File: config.mk
export PLATFORM = sky130hd
export DESIGN_NAME = conv_stream_bridge
export DESIGN_NICKNAME = d
export VERILOG_FILES = /design/src/rtl/conv_bridge_pkg.sv /design/src/rtl/conv_edge_sync.sv /design/src/rtl/conv_word_hold.sv /design/src/rtl/conv_stream_bridge.sv
export SDC_FILE = /design/constraint.sdc
export NUM_CORES = 1
export LEC_CHECK = 0
export ABC_CLOCK_PERIOD_IN_PS = 1210
export BUFFER_PORTS_ARGS = -buffer_cell sky130_fd_sc_hd__buf_2
export CAP_MARGIN = 20
export CORE_UTILIZATION = 39
export DETAILED_ROUTE_END_ITERATION = 12
export GPL_ROUTABILITY_DRIVEN = 0
export HOLD_SLACK_MARGIN = 0.1
export PLACE_DENSITY = 0.78
export SETUP_SLACK_MARGIN = 0.1
export SYNTH_ARGS = -nofsm -noshare
export SYNTH_HDL_FRONTEND = slang
export SYNTH_SLANG_ARGS = --single-unit
File: constraint.sdc
create_clock -name clk -period 1.21 [get_ports clk]
set_input_delay 0.242 -clock clk [delete_from_list [all_inputs] [get_ports clk]]
set_output_delay 0.242 -clock clk [all_outputs]
set_load 0.1 [all_outputs]
File: src/rtl/conv_bridge_pkg.sv
package conv_bridge_pkg;
    localparam int unsigned DEF_SAMPLE_W    = 12;
    localparam int unsigned DEF_WORD_W      = 16;
    localparam int unsigned DEF_SYNC_STAGES = 2;
endpackage

File: src/rtl/conv_edge_sync.sv
module conv_edge_sync #(
    parameter int unsigned SYNC_STAGES = 2
) (
    input  logic clk,
    input  logic rst,
    input  logic async_in,
    output logic rise_en
);
    localparam int unsigned CHAIN_W = SYNC_STAGES + 1;
    localparam int unsigned FILL_W  = $clog2(CHAIN_W + 1);
    localparam logic [FILL_W-1:0] FILL_FULL = FILL_W'(CHAIN_W);

    typedef struct packed {
        logic [CHAIN_W-1:0] chain;
        logic [FILL_W-1:0]  fill;
    } sync_t;

    sync_t st_d, st_q;

    always_comb begin
        st_d       = st_q;
        st_d.chain = {st_q.chain[CHAIN_W-2:0], async_in};
        if (st_q.fill != FILL_FULL) begin
            st_d.fill = st_q.fill + FILL_W'(1);
        end
    end

    always_ff @(posedge clk) begin
        if (rst) begin
            st_q <= '0;
        end else begin
            st_q <= st_d;
        end
    end

    // Edge is trusted only once every stage holds a real sample of the input.
    assign rise_en = (st_q.fill == FILL_FULL)
                   && st_q.chain[SYNC_STAGES-1]
                   && !st_q.chain[SYNC_STAGES];
endmodule

File: src/rtl/conv_word_hold.sv
module conv_word_hold #(
    parameter int unsigned SAMPLE_W = 12,
    parameter int unsigned WORD_W   = 16
) (
    input  logic                clk,
    input  logic                rst,
    input  logic                capture_en,
    input  logic [SAMPLE_W-1:0] sample_in,
    input  logic                ovf_in,
    input  logic                take_ready,
    output logic                hold_valid,
    output logic [WORD_W-1:0]   hold_word,
    output logic                drop_flag,
    output logic                ovf_flag
);
    typedef struct packed {
        logic              valid;
        logic [WORD_W-1:0] word;
        logic              drop;
        logic              ovf;
    } hold_t;

    hold_t st_d, st_q;
    logic  accept;

    always_comb begin
        accept = st_q.valid && take_ready;
        st_d   = st_q;
        if (accept) begin
            st_d.valid = 1'b0;
        end
        if (capture_en) begin
            if (!st_q.valid || accept) begin
                st_d.valid = 1'b1;
                st_d.word  = WORD_W'(sample_in);
                if (ovf_in) begin
                    st_d.ovf = 1'b1;
                end
            end else begin
                st_d.drop = 1'b1;
            end
        end
    end

    always_ff @(posedge clk) begin
        if (rst) begin
            st_q <= '0;
        end else begin
            st_q <= st_d;
        end
    end

    assign hold_valid = st_q.valid;
    assign hold_word  = st_q.word;
    assign drop_flag  = st_q.drop;
    assign ovf_flag   = st_q.ovf;
endmodule

File: src/rtl/conv_stream_bridge.sv
module conv_stream_bridge
    import conv_bridge_pkg::*;
#(
    parameter int unsigned SAMPLE_W    = DEF_SAMPLE_W,
    parameter int unsigned WORD_W      = DEF_WORD_W,
    parameter int unsigned SYNC_STAGES = DEF_SYNC_STAGES
) (
    input  logic                clk,
    input  logic                rst,
    input  logic                conv_clk,
    input  logic [SAMPLE_W-1:0] conv_sample,
    input  logic                conv_ovf,
    input  logic                out_ready,
    output logic                out_valid,
    output logic [WORD_W-1:0]   out_word,
    output logic                overrun_seen,
    output logic                ovf_seen
);
    logic sample_en;

    conv_edge_sync #(
        .SYNC_STAGES(SYNC_STAGES)
    ) u_sync (
        .clk      (clk),
        .rst      (rst),
        .async_in (conv_clk),
        .rise_en  (sample_en)
    );

    conv_word_hold #(
        .SAMPLE_W(SAMPLE_W),
        .WORD_W  (WORD_W)
    ) u_hold (
        .clk        (clk),
        .rst        (rst),
        .capture_en (sample_en),
        .sample_in  (conv_sample),
        .ovf_in     (conv_ovf),
        .take_ready (out_ready),
        .hold_valid (out_valid),
        .hold_word  (out_word),
        .drop_flag  (overrun_seen),
        .ovf_flag   (ovf_seen)
    );
endmodule

Yosys cells after proc, flatten, opt, wreduce, memory -nomap -nowiden
Cells that the tools add are included.
{"block": "word_totals", "latch_bits": 0, "reg_bits": 20, "mem_count": 0, "mem_bits_rw": 0, "rom_bits": 0, "out_inout_bits": 19, "input_bits": 17}
{"block": "op_classes", "div": 0, "n_mul": 0, "order_cmp": 0, "bitwise": 1, "eq_ne": 2, "muxes": 6, "n_reduce_logical": 9, "n_shift": 0, "n_addsub": 1}
{"op": "$mux 19", "count": 1}
{"op": "$mux 17", "count": 1}
{"op": "$mux 1", "count": 4}
{"op": "$reduce_and 2->1", "count": 2}
{"op": "$logic_and 1x1->1", "count": 3}
{"op": "$reduce_and 3->1", "count": 1}
{"op": "$add 2x1->2 const B", "count": 1}
{"op": "$eq 2x2->1 const B", "count": 1}
{"op": "$logic_not 1->1", "count": 2}
{"op": "$ne 2x2->1 const B", "count": 1}
{"op": "$logic_or 1x1->1", "count": 1}
{"op": "$not 1->1", "count": 1}

Logic depth before layout (Yosys ltp)
Gate-level depths: netlist of run 1.
{"block": "depth", "depth_word": 4, "mapped_depth": 6, "ltp_nobuf": 4}

Hierarchy
A second synthesis of run 1 with hierarchy kept.
{"block": "unflattened", "hier_cells": 84, "hier_area_um2": 754.5}
{"mod": "conv_word_hold", "cells_each": 69, "area_each_um2": 589.3, "instances": 1}
{"mod": "conv_edge_sync", "cells_each": 15, "area_each_um2": 165.2, "instances": 1}

Least setup slack after synthesis of run 1
OpenSTA, ideal clock, no wires.
{"block": "synth_timing", "path_kind": "register -> register", "startpoint": "reg u_hold.st_q, in the netlist u_hold.hold_valid", "endpoint": "reg u_hold.st_q, in the netlist u_hold.hold_word[0]", "arrival_time_ns": 1.693, "setup_slack_ns": -0.554, "setup_time_ns": 0.071, "path_buffers": 1, "stages_incl_launch_ff": 5, "path_cell_list": "dfxtp_1 -> and2b_1 -> clkbuf_1 -> o21ai_0 -> a21oi_1"}
{"block": "synth_via", "elab_chain_cells": 3, "word_cells_on_any_way": 4}
{"element": "start, declared", "line_no": "conv_word_hold.sv:23", "source": "hold_t st_d, st_q;"}
{"element": "start signal, assigned", "line_no": "conv_word_hold.sv:49", "source": "st_q <= st_d;"}
{"element": "$logic_not 1->1 or $logic_and 1x1->1 (tied branches)", "line_no": "conv_word_hold.sv:33, conv_word_hold.sv:27"}
{"element": "$logic_or 1x1->1 *", "line_no": "conv_word_hold.sv:33", "source": "if (!st_q.valid || accept) begin"}
{"element": "$reduce_and 2->1 (no source line) *"}
Mark *: on every way between the ends. The rest lies on a longest branch, timed or not.
A chain may end at the register's enable or synchronous reset.

Final worst setup path of run 1
{"block": "layout_timing", "startpoint": "reg u_sync.st_q[0] (netlist name)", "endpoint": "reg u_hold.st_q, in the netlist u_hold.drop_flag"}
{"block": "layout_via", "elab_chain_cells": 4}
{"element": "start, declared", "line_no": "conv_edge_sync.sv:18", "source": "sync_t st_d, st_q;"}
{"element": "start signal, assigned", "line_no": "conv_edge_sync.sv:32", "source": "st_q <= st_d;"}
{"element": "$eq 2x2->1", "line_no": "conv_edge_sync.sv:37", "source": "assign rise_en = (st_q.fill == FILL_FULL)"}
{"element": "$logic_and 1x1->1", "line_no": "conv_edge_sync.sv:38", "source": "&& st_q.chain[SYNC_STAGES-1]"}
{"element": "$logic_and 1x1->1", "line_no": "conv_edge_sync.sv:39", "source": "&& !st_q.chain[SYNC_STAGES];"}
{"element": "$reduce_and 2->1 (no source line)"}
No other way between the ends.

==> impl.org, run 1 <==
** Status
- Result of the run :: finished clean

** Hold path
- Hold Path Cell Cnt :: 2
- Hold Path Class :: in2reg

** Logic synthesis
- After synthesis the netlist holds a flip-flop and latch count of 20.
- Counting flops with an async set or reset pin after synthesis yields a share of 0%.
- The share of synthesized area in the top cell type comes to between 50% and 60%.
- In the synthesized netlist the dominant register cell turns out to be sky130_fd_sc_hd__dfxtp_1.
- Library cell with the highest instance count after synthesis :: sky130_fd_sc_hd__dfxtp_1
- Sequential cells were found to cover between 50% and 60% of the synthesized design area.
- The commonest cells after synthesis are 20 x sky130_fd_sc_hd__dfxtp_1, 14 x sky130_fd_sc_hd__a21oi_1, 12 x sky130_fd_sc_hd__nand3_1, 11 x sky130_fd_sc_hd__o21ai_0.
- The synthesized design contains 0 enable-type register cells.
- Yosys printed 0 warnings.
- In the post-synthesis netlist, the biggest area contributors are sky130_fd_sc_hd__dfxtp_1 52%, sky130_fd_sc_hd__a21oi_1 9.2%, sky130_fd_sc_hd__nand3_1 7.9%.
- The mapped netlist covers around 760 um^2.
- Synthesized netlist cell count :: between 80 and 90
- The synthesized netlist contains 19 unique library cells.
- In this run the mean area of a mapped cell was 8.98 um^2.
- Cell taking the most area after synthesis :: sky130_fd_sc_hd__dfxtp_1

** Critical path
- Worst Setup Path Type :: reg2reg
- Of all nets on the critical path, the largest fanout is 5.
- Required @ worst endpoint :: around 1.4 ns
- Data arrival time at the worst-slack endpoint :: around 1.4 ns
- Cell depth of the worst flop-to-flop path :: 5
- For flop-to-flop paths, the worst setup slack is ~0.03 ns.
- The worst setup path is captured at a flop.
- Startpoint kind of the worst setup timing path :: flop

** Timing
- Fraction of the cycle the final worst path needs :: between 90% and 100%
- Setup repair after global routing could not meet its margin everywhere.
- After layout, the worst setup slack is about 0.03 ns.
- Minimum clock period after layout :: between 1 and 1.5 ns
- Timing would allow up to 0.848 GHz.
- Total count of max-transition violations in the final report :: 0
- Post-route worst hold slack :: approximately 0.15 ns
- Clock skew on the completed layout was measured at 0.00235 ns.
- Setup violations remaining at the end of the flow were counted as 0.
- The count of endpoints failing hold in the final timing report came to 0.

** Die
- In this run the core area contains 15 standard-cell rows.
- The die is roughly 46 um wide.
- The floorplan step defined a die boundary enclosing around 0.0021 mm^2.
- In this run the standard cell core region covers between 0.0015 and 0.002 mm^2.
- Height of the chip :: about 46 um
- # IOs :: 36
- Once the floorplan was initialized, standard cells occupied between 40% and 50% of the core.

** Cells and area
- Fill cell count :: between 100 and 150
- Area taken by flip-flops and latches :: between 400 and 500 um^2
- The net count of the finished layout is ~140.
- Fraction of final layout cells sized beyond drive strength 1 :: a little under three fifths
- Growth of design area from synthesis to finish :: 69.2%
- Leaving out filler cells and counting taps, the final layout contains between 100 and 150.
- Area of the multi-input gates :: roughly 360 um^2
- Cells fill 72.4% of the core in the end.
- Number of antenna diodes :: 0

** Clocking
- No sink is reached through more buffers than the 2 on the longest clock path.
- Cts bufs inserted :: 3
- For this design, the sink count on the clock tree is 20.
- Clock input transition at the sequential cells of the worst setup and hold paths :: 0.10 ns
- CTS placed an instance of sky130_fd_sc_hd__clkbuf_4 at the clock tree root.
- Clock tree from TritonCTS :: yes
- H-Tree Depth :: 1
- After clock tree synthesis, the flow added hold-fix buffers numbering 0.
- Skew-Pair Late Insertion Delay :: 0.29 ns

** Placed design
- Post-place setup slack :: around 0.0012 ns
- The number of placed instances, taps included, is between 100 and 150.
- Once detailed placement completed, the half-perimeter wirelength came to approximately 1.3 mm.
- PortBufs :: 31

** Power and ir drop
- The internal portion of the total power is 0.895 mW.
- Of the total power, the share spent switching nets is 28.2%.
- Of the total power, combinational logic draws a little under a fifth.
- IR analysis of the VDD net gives a maximum drop of 0.000816 V.
- Proportion of power drawn by the clock network :: 25.2%
- In this run the power density over the cells is between 900 and 1000 mW/mm^2.
- Register share of total power :: 56.3%
- The analysis attributes to net switching a power of about 0.35 mW.
- In this run the static leakage power is 0.499 nW.

** Detailed routing
- The final route contains ~740 vias.
- Initial DRC Count :: 23
- The count of nets left with antenna violations once routing finished came out at 0.
- After detailed routing, the total wire length is roughly 1.9 mm.
- Dividing the detail-routed via count by the number of cells gives 5.15.
- In the final routed layout, each cell accounts on average for roughly 13 um.
- The first detailed-routing pass ran for 4 iterations.
- Number of remaining DRC errors :: 0

** Job
- Max-Cap Viols :: 0

** Global routing
- GRT Resource Usage Total :: a little under a fifth
- The total overflow left after global routing is 0.
- Pin count of the biggest net entering global routing :: 21
- The number of global-route vias before repair is between 600 and 700.
- Initial antenna violation count :: 0
- The first global-routing pass estimated between 2 and 3 mm of wire.
## sequential cells by signal, summed over array words and instances (netlist names)
name and flops:
u_sync.st_q 3, u_hold.hold_valid 1, u_hold.ovf_flag 1, u_hold.hold_word 12
u_sync.st_d 2, u_hold.drop_flag 1
## path summary, 6_finish.rpt
path,startpoint,end
worst max-delay path,u_sync.st_q[0],u_hold.drop_flag
worst min-delay path,conv_clk,u_sync.st_d[3]
worst max register to register,u_sync.st_q[0],u_hold.drop_flag
worst min register to register,u_sync.st_d[3],u_sync.st_d[4]
## per-layer routing
| metal | up-vias | GRT usage (%) | share of wire (%) |
|---|---|---|---|
| met4 | 0 | 12.4 | 2.3 |
| met5 | - | 0 | 0 |
| met2 | 29 | 31.3 | 50 |
| met1 | 351 | 20.9 | 43 |
| met3 | 7 | 3.92 | 4.1 |
| li1 | 354 | - | - |
## cell families after synthesis
kind of cell	Yosys count	share of synthesized area (%)
buf+inv	11	8.85
xor+xnor	1	1.15
simple gates	23	16.2
compound gates	27	17.9
mux	1	1.31
other cells	1	0.491
fa+ha+maj	1	1.64
flops	20	52.5
## timing repair
| item | 4_1_cts | 5_1_grt |
|---|---|---|
| pin swaps | 6 | 3 |
| setup buffers | 2 | 1 |
| endpoints found under the setup margin | 14 | 21 |
| gates resized for setup | 13 | 11 |
| cloned | 0 | 1 |
## power by group through the flow
stage,Sequential (mW),Clock [mW],Combinational (mW)
global route,0.703,0.354,0.242
floorplan,0.748,0,0.128
detailed placement,0.721,0,0.203
global placement,0.719,0,0.199
finish,0.701,0.314,0.230
CTS,0.705,0.315,0.221
## worst max-delay path, cell delays in order (launching register included)
cell and delay [ns]:
sky130_fd_sc_hd__dfxtp_2 0.35, sky130_fd_sc_hd__ha_4 0.16, sky130_fd_sc_hd__and3b_2 0.22, sky130_fd_sc_hd__buf_4 0.16, sky130_fd_sc_hd__a21oi_2 0.13, sky130_fd_sc_hd__nor2_1 0.05
## metrics by stage
step                area, um^2  power [mW]  setup TNS [ns]
global placement          1180       0.919               0
CTS                       1250        1.24               0
finish                    1290        1.25               0
global route              1290        1.30         -0.0157
floorplan                  831       0.876               0
detailed placement        1180       0.924               0
## placed cells by master (no fill, tap or decap), drive strengths merged
cell	n
buf	38
dfxtp	20
a21oi	14
o21ai	12
nand3	12
conb	4
nor2	4
clkbuf	4
nor2b	3
and3b	1
and2b	1
nand2b	1
nand3b	1
xor2	1
mux2i	1
a31oi	1
ha	1
## layout make-up
type | count | area share [%]
multi-input combinational | 57 | 27.9
tap | 25 | 2.42
clock buffer | 4 | 2.03
sequential | 20 | 33.2
timing repair buffer | 38 | 34.4
Power figures use the tool's default switching activity.
==> inputs of run 2 (changes only) <==
- ABC_CLOCK_PERIOD_IN_PS: 1210 -> 950
- clock period: 1.21 -> 0.95 ns (I/O delays scaled with it)
==> run 2 against run 1 <==
  * The run now ends with setup timing left
  * Routed wire length is 6.4% higher
  * Worst setup slack got worse by 0.25 ns
  * Count of clock-buffer cells in the layout unchanged
  * Sequential cell count is the same
  * Total power rose by 36%
  * Cell count rose by 4.9%
  * First-iteration DRC count fell by 57%
  * Sequential share of layout area is 2.5 points lower
  * Register-to-register slack lost 0.25 ns
  * Via count rose by 1.9%
  * Highest routed layer unchanged
==> impl.org, run 2 (synthesis gave the netlist of run 1 again) <==
** Status
- The flow ran to the end, but the final reports show violations.
- Violations in the final reports :: setup timing

** Timing
- Setup repair after global routing missed its margin :: true
- Of the available clock period, the critical path in the final layout requires 123%.
- Sum Neg Setup Slack :: -3.97 ns
- Achievable Freq :: about 0.85 GHz
- Crit path setup slack, layout :: -0.221 ns
- Post-route worst hold slack :: approximately 0.13 ns
- Number of hold violations in the final report :: 0
- Final setup violation count :: 31
- The number of pins exceeding their max-slew limit in the final report was 0.
- Minimum clock period after layout :: 1.17 ns
- For the final database, setup skew stands at roughly 0.0031 ns.

** Detailed routing
- Routed signal wires occupy layers up through met4.
- The first detailed-routing pass took 4 iterations.
- After detailed routing, the average wire length per cell comes to between 10 and 15 um.
- After detailed routing, the met3 layer carries between 70 and 80 um of wire.
- Routed metal-1 wirelength :: between 700 and 800 um
- In the detailed route, the total length drawn on met2 is around 1.1 mm.
- Once detail routing completed, the nets flagged for antenna violations numbered 0.
- Dividing the detail-routed via count by the number of cells gives roughly 5.0.
- Across all layers, the routed design uses around 760 vias.
- Initial DRC Count :: 10
- Number of remaining DRC errors :: 0
- Detailed Route WL :: 2.04 mm

** Job
- Max-cap violations in this run came to 0.

** Die
- For this configuration, the core starts out at a cell density of between 40% and 50%.
- In this run the core area contains 15 standard-cell rows.
- Overall die area :: 0.00214 mm^2
- Width of the die :: 46.2 um
- Height of the chip :: between 40 and 50 um
- Core region area :: 0.00178 mm^2
- During I/O placement, the number of pins put on the boundary was 36.

** Critical path
- For this design, the slowest cell found on the critical path is sky130_fd_sc_hd__dfxtp_2.
- Together, buffers and inverters on the worst path number 1.
- Worst flop-to-flop path startpoint :: u_sync.st_q[1]
- Crit path largest cell delay :: ~0.37 ns
- Critical R2R Capture :: u_hold.hold_word[7]
- Cell depth of the worst flop-to-flop path :: 5
- Required @ worst endpoint :: around 1.2 ns
- Data arrival time at the worst-slack endpoint :: roughly 1.4 ns
- Along the worst path, the maximum fanout reaches 6.
- The setup check on the worst reg-to-reg path leaves a slack of -0.22 ns.
- Kind of end point of the critical path :: flop
- Critical path cell sequence :: ha_4 > and3b_2 > buf_6 > nand3_2 > a21oi_2
- The kind of cell with the highest combined delay along the critical path is flip-flops.
- STA classifies the critical path startpoint as a flop.
- The critical path is of the reg2reg type.

** Cells and area
- Fill cell count :: 115
- At the end of the flow, the number of nets in the layout was 145.
- Growth of design area from synthesis to finish :: 81.6%
- Cells fill slightly below 80% of the core in the end.
- The number of antenna diodes in the final layout is 0.
- Cells with a size suffix above 1 make up roughly 64% of the layout.
- The register with the most flip-flops in the layout has 12 of them.
- The library cell used most frequently in the layout, excluding fill and tap cells, is sky130_fd_sc_hd__buf_2.
- Area taken by flip-flops and latches :: 427 um^2
- Area of the multi-input gates :: approximately 390 um^2
- The top cell types in the final layout, fill and taps aside, are 16 x sky130_fd_sc_hd__buf_2, 15 x sky130_fd_sc_hd__buf_12, 15 x sky130_fd_sc_hd__dfxtp_2, 11 x sky130_fd_sc_hd__a21oi_1.

** Power and ir drop
- Static Leakage :: 0.538 nW
- Internal power summed over all cells :: 1.23 mW
- Combinational logic burns a little under a fifth of the power.
- Pwr Density :: between 1000 and 1500 mW/mm^2
- Net switching is between 20% and 30% of the power.
- Net Sw Power :: 0.471 mW
- Overall power consumption after layout is estimated at between 1.5 and 2 mW.
- Per report_power, the clock group accounts for between 20 and 30% of the total.
- Per report_power, the sequential group accounts for 52.7% of the total.
- VDD sags by at most 0.000803 V.

** Clocking
- Buffers inserted during clock tree synthesis total 3.
- The tree is rooted in a sky130_fd_sc_hd__clkbuf_4.
- Clock input transition at the sequential cells of the worst setup and hold paths :: 0.11 ns
- Clock tree from TritonCTS :: yes
- Maximum number of buffers from clock root to sink :: 2
- H-Tree Depth :: 1
- The clock reaches the later pin of the worst-skew pair after ~0.30 ns.
- Number of clock sinks seen by CTS :: 20

** Global routing
- First-pass GRT wire length :: 3.08 mm
- GRT Resource Usage Total :: between 20% and 30%
- The initial antenna violation count came to 0.
- Vias in the first global route :: 763
- Entering global routing, the biggest net connects 21 pins.
- For this run the aggregate overflow at the end of global routing stands at 0.

** Placed design
- OpenSTA, run right after detailed placement, puts the worst setup slack at -0.255 ns.
- Hpwl dp :: approximately 1.3 mm
- In this run the tool buffered the top-level ports with 31 buffer cells.

** Hold path
- In this run the most critical hold path is launched from conv_sample[5].
- Hold Path Cell Cnt :: 3
- The tightest min-delay check is of the in2reg type.
- WHS Endpoint :: u_hold.hold_word[5]
==> run 2: changes by cell type in the layout (fill, tap and decap cells not counted), sizes merged <==
cell / previous run / this run
dlygate4sd3: 0 / 1
buf: 38 / 44
==> run 2: layout make-up <==
class                   count  area share (%)
flip-flops and latches     20            30.8
multi-input cells          57            27.8
well taps                  25            2.26
clock buffers               4            2.62
repair buffers             45            36.6
==> run 2: repair_timing <==
action	CTS	global route
gates resized for setup	20	7
pin swaps	18	2
endpoints found under the setup margin	32	32
hold buffers	1	0
hold endpoints to repair	1	0
buffers inserted	2	1
==> run 2: power groups by stage <==
stage                     Combinational [mW]  Sequential (mW)  Clock (mW)
after floorplan                        0.163            0.953           0
after global placement                 0.272            0.915           0
after detailed placement               0.279            0.917           0
after CTS                              0.304            0.897       0.498
after global routing                   0.346            0.898       0.530
final                                  0.317            0.896       0.485
==> run 2: how the worst max path moves through the flow <==
stage	endpoint	slack (ns)	start	depth (start not counted)
2_1_floorplan	u_hold.hold_word[0]	-0.22	u_hold.hold_valid	4
4_1_cts	u_hold.hold_word[3]	-0.20	u_sync.st_q[0]	5
3_5_place_dp	u_hold.hold_word[7]	-0.25	u_sync.st_q[1]	5
5_1_grt	u_hold.hold_word[7]	-0.27	u_sync.st_q[1]	5
6_report	u_hold.hold_word[7]	-0.22	u_sync.st_q[1]	5
3_3_place_gp	u_hold.hold_word[1]	-0.15	u_sync.st_q[1]	5
==> run 2: metrics by stage <==
step                instances  instance area [um^2]
floorplan                  88                   836
global placement          143                  1240
detailed placement        143                  1240
CTS                       150                  1360
global route              151                  1390
finish                    151                  1390
==> run 2: tightest hold or removal path, delay by kind of cell <==
kind	cells	cell delay, ns
buf+inv	1	0.10
compound gates	1	0.05
simple gates	1	0.04
==> run 2: metal layers <==
layer  vias up  global-route usage (%)
li1        365                       -
met1       355                    23.5
met2        28                    35.8
met3         7                    2.35
met4         0                    12.9
met5         -                       0
==> inputs of run 3 (changes only) <==
--- a/constraint.sdc
+++ b/constraint.sdc
@@ -3,2 +3,2 @@
 set_output_delay 0.19 -clock clk [all_outputs]
-set_load 0.1 [all_outputs]
+set_load 0.02 [all_outputs]
==> run 3 against run 2 <==
  * The flow still finishes with violations (setup timing)
  * Via count up 0.66%
  * Utilization down 5.3 points
  * Highest routed layer unchanged
  * Sequential power about the same
  * Clock skew up 0.0061 ns
  * Critical path type unchanged
  * Largest power group unchanged
==> impl.org, run 3 (synthesis gave the netlist of run 1 again) <==
** Detailed routing
- Initial DRC Count :: 2
- The routed layout has between 700 and 800 vias.
- For this run, design rule violations remaining after detail routing come to 0.
- The count of nets left with antenna violations once routing finished came out at 0.
- The first TritonRoute pass finished after 3 iterations.
- Post-detailed-route wirelength per cell :: about 14 um
- Summed over all layers, the routed wires come to between 2 and 2.5 mm.
- Routed vias/inst :: 5.00

** Global routing
- Global routing consumed, on the met2 layer, between 30% and 40% of the routing resources.
- GRT Resource Usage Total :: ~18%
- First-pass GRT wire length :: around 2.7 mm
- met2 is the most crowded layer.
- Global-route congestion overflow total :: 0
- Routing usage on met1 :: between 10% and 20%
- Pin count of the biggest net entering global routing :: 21
- Met3 track demand over resource :: under 10%
- The initial antenna violation count came to 0.
- The number of global-route vias before repair was around 700.

** Placed design
- The count of buffers added on input and output ports is 31.
- OpenSTA, run right after detailed placement, puts the worst setup slack at -0.195 ns.
- Count of placed standard cells including taps :: between 100 and 150

** Critical path
- Required @ worst endpoint :: roughly 1.1 ns
- Crit path largest cell delay :: about 0.35 ns
- In this run the critical register-to-register path is launched from u_sync.st_q[1].
- STA classifies the critical path startpoint as a flop.
- The critical path in this run is classified as reg2reg.
- In this run the worst path has a maximum fanout of 14.
- Kind of end point of the critical path :: flop
- In this design, the largest share of critical-path delay is due to flip-flops.
- Data arrival time at the worst-slack endpoint :: around 1.4 ns
- Critical path cell sequence :: ha_4 > and3b_2 > buf_12 > a31oi_4 > nor2_1
- Crit path max-delay cell type :: sky130_fd_sc_hd__dfxtp_2
- CP Launch Point :: u_sync.st_q[1]
- The number of buffers and inverters on the critical path is 1.

** Timing
- For the final database, setup skew stands at between 0.009 and 0.01 ns.
- Total count of max-transition violations in the final report :: 0
- Setup repair after global routing missed its margin :: true
- The count of endpoints failing hold in the final timing report is 0.
- Fraction of the cycle the final worst path needs :: 124%
- Crit path setup slack, layout :: -0.230 ns
- Minimum clock period after layout :: about 1.2 ns
- Timing would allow up to 0.848 GHz.
- Final setup violation count :: 27
- Hold timing on the final database bottoms out at a slack of between 0.1 and 0.15 ns.

** Die
- Core region area :: approximately 0.0018 mm^2
- Pin placement for this block handled 36 I/O pins.
- Effective utilization at floorplan :: ~43%
- Overall die area :: roughly 0.0021 mm^2
- Width of the die :: about 46 um
- The initialized floorplan defines 15 standard-cell rows.
- In this run the vertical extent of the chip is about 46 um.

** Cells and area
- From synthesis to final layout, the design area changed by 69.2%.
- The library cell used most frequently in the layout, excluding fill and tap cells, is sky130_fd_sc_hd__buf_6.
- Area taken by flip-flops and latches :: about 420 um^2
- For this run, the post-layout net count is 147.
- Area of the multi-input gates :: 418 um^2
- Top library cells by usage in the layout, fill and taps aside :: 18 x sky130_fd_sc_hd__buf_6, 16 x sky130_fd_sc_hd__buf_2, 16 x sky130_fd_sc_hd__dfxtp_2, 11 x sky130_fd_sc_hd__buf_4
- Non-filler cells, final :: roughly 150
- Flip-flop count of the largest register after layout :: 12
- Fill cell count :: approximately 120
- Fraction of final layout cells sized beyond drive strength 1 :: approximately two thirds
- The repair_antennas step left the layout with diodes totalling 0.

** Clocking
- After clock tree synthesis, the clock-pin slew on the worst setup and hold paths is roughly 0.11 ns.
- Number of clock sinks seen by CTS :: 20
- Maximum number of buffers from clock root to sink :: 2
- Clock latency on the worst-skew pair, taken at its later pin, is about 0.3 ns.
- In this run the clock root is driven by a sky130_fd_sc_hd__clkbuf_4.
- Buffers inserted during clock tree synthesis total 3.
- TritonCTS built the clock tree.
- H-Tree Depth :: 1

** Hold path
- The startpoint identified for the worst hold timing path is conv_sample[2].
- Hold Path Class :: in2reg

** Power and ir drop
- The clock network accounts for 26.2% of the total power.
- Registers are responsible for between 50% and 60% of the overall power.
- Maximum resistive drop on vdd :: 0.000930 V
- Dividing total power by cell area gives a power density of between 1000 and 1500 mW/mm^2.
- Cell internal power was estimated by the tool at around 1.1 mW.
- Share of total power consumed by net switching :: ~25%
- Comb power frac :: 14.0%
- Net Sw Power :: 0.369 mW
- In this run the static leakage power is between 0.5 and 0.6 nW.
- Final Total Pwr :: 1.50 mW

** Status
- Result of the run :: finished, violations left
- The final reports fail on setup timing.

** Job
- Across the run, the number of max-cap violations was 0.
==> run 3: power by group through the flow <==
| stage | combinational (mW) | sequential (mW) | clock, mW |
|---|---|---|---|
| finish | 0.210 | 0.896 | 0.393 |
| global placement | 0.166 | 0.913 | 0 |
| CTS | 0.197 | 0.898 | 0.400 |
| detailed placement | 0.171 | 0.916 | 0 |
| global route | 0.231 | 0.900 | 0.445 |
| floorplan | 0.108 | 0.921 | 0 |
==> run 3: metal layers <==
metal / wire [um] / part of all wire [%]
met1: 870 / 40
met2: 1190 / 55
met3: 56 / 2.6
met4: 32 / 1.5
met5: 0 / 0
==> run 3: final cells by class <==
type	count	share of cell area (%)
Sequential cell	20	32.8
Multi-Input combinational cell	57	32.4
Timing Repair Buffer	47	30.6
Tap cell	25	2.42
Clock buffer	3	1.74
==> run 3: path summary, 6_finish.rpt <==
path	to	slack, ns	cells past startpoint
max	u_hold.ovf_flag	-0.23	5
min	u_hold.hold_word[2]	0.13	3
min reg2reg	u_sync.st_d[4]	0.44	1
max reg2reg	u_hold.ovf_flag	-0.23	5
==> run 3: repair_timing <==
item / 4_1_cts / 5_1_grt
gates resized for setup: 59 / 23
hold buffers: 1 / 0
setup buffers: 4 / 5
pin swaps: 5 / 7
endpoints found under the hold margin: 1 / 0
setup endpoints to repair: 32 / 32
==> run 3: per-stage QoR <==
step           cell area (um^2)  utilization (%)  setup TNS [ns]
6_report                   1290             72.4           -3.15
5_1_grt                    1290             72.4           -4.56
4_1_cts                    1170             65.8           -2.72
3_5_place_dp                978             54.9           -2.37
3_3_place_gp                978             54.9           -1.85
2_1_floorplan               811                -           -2.13
==> run 3: worst register-to-register path: cells and delay by family, from the launching register on <==
| family | cells | cell delay [ns] |
|---|---|---|
| buffers and inverters | 1 | 0.15 |
| AOI/OAI and AO/OA | 1 | 0.13 |
| and+or+nand+nor | 2 | 0.27 |
| adders and majority gates | 1 | 0.16 |
| DFF | 1 | 0.35 |
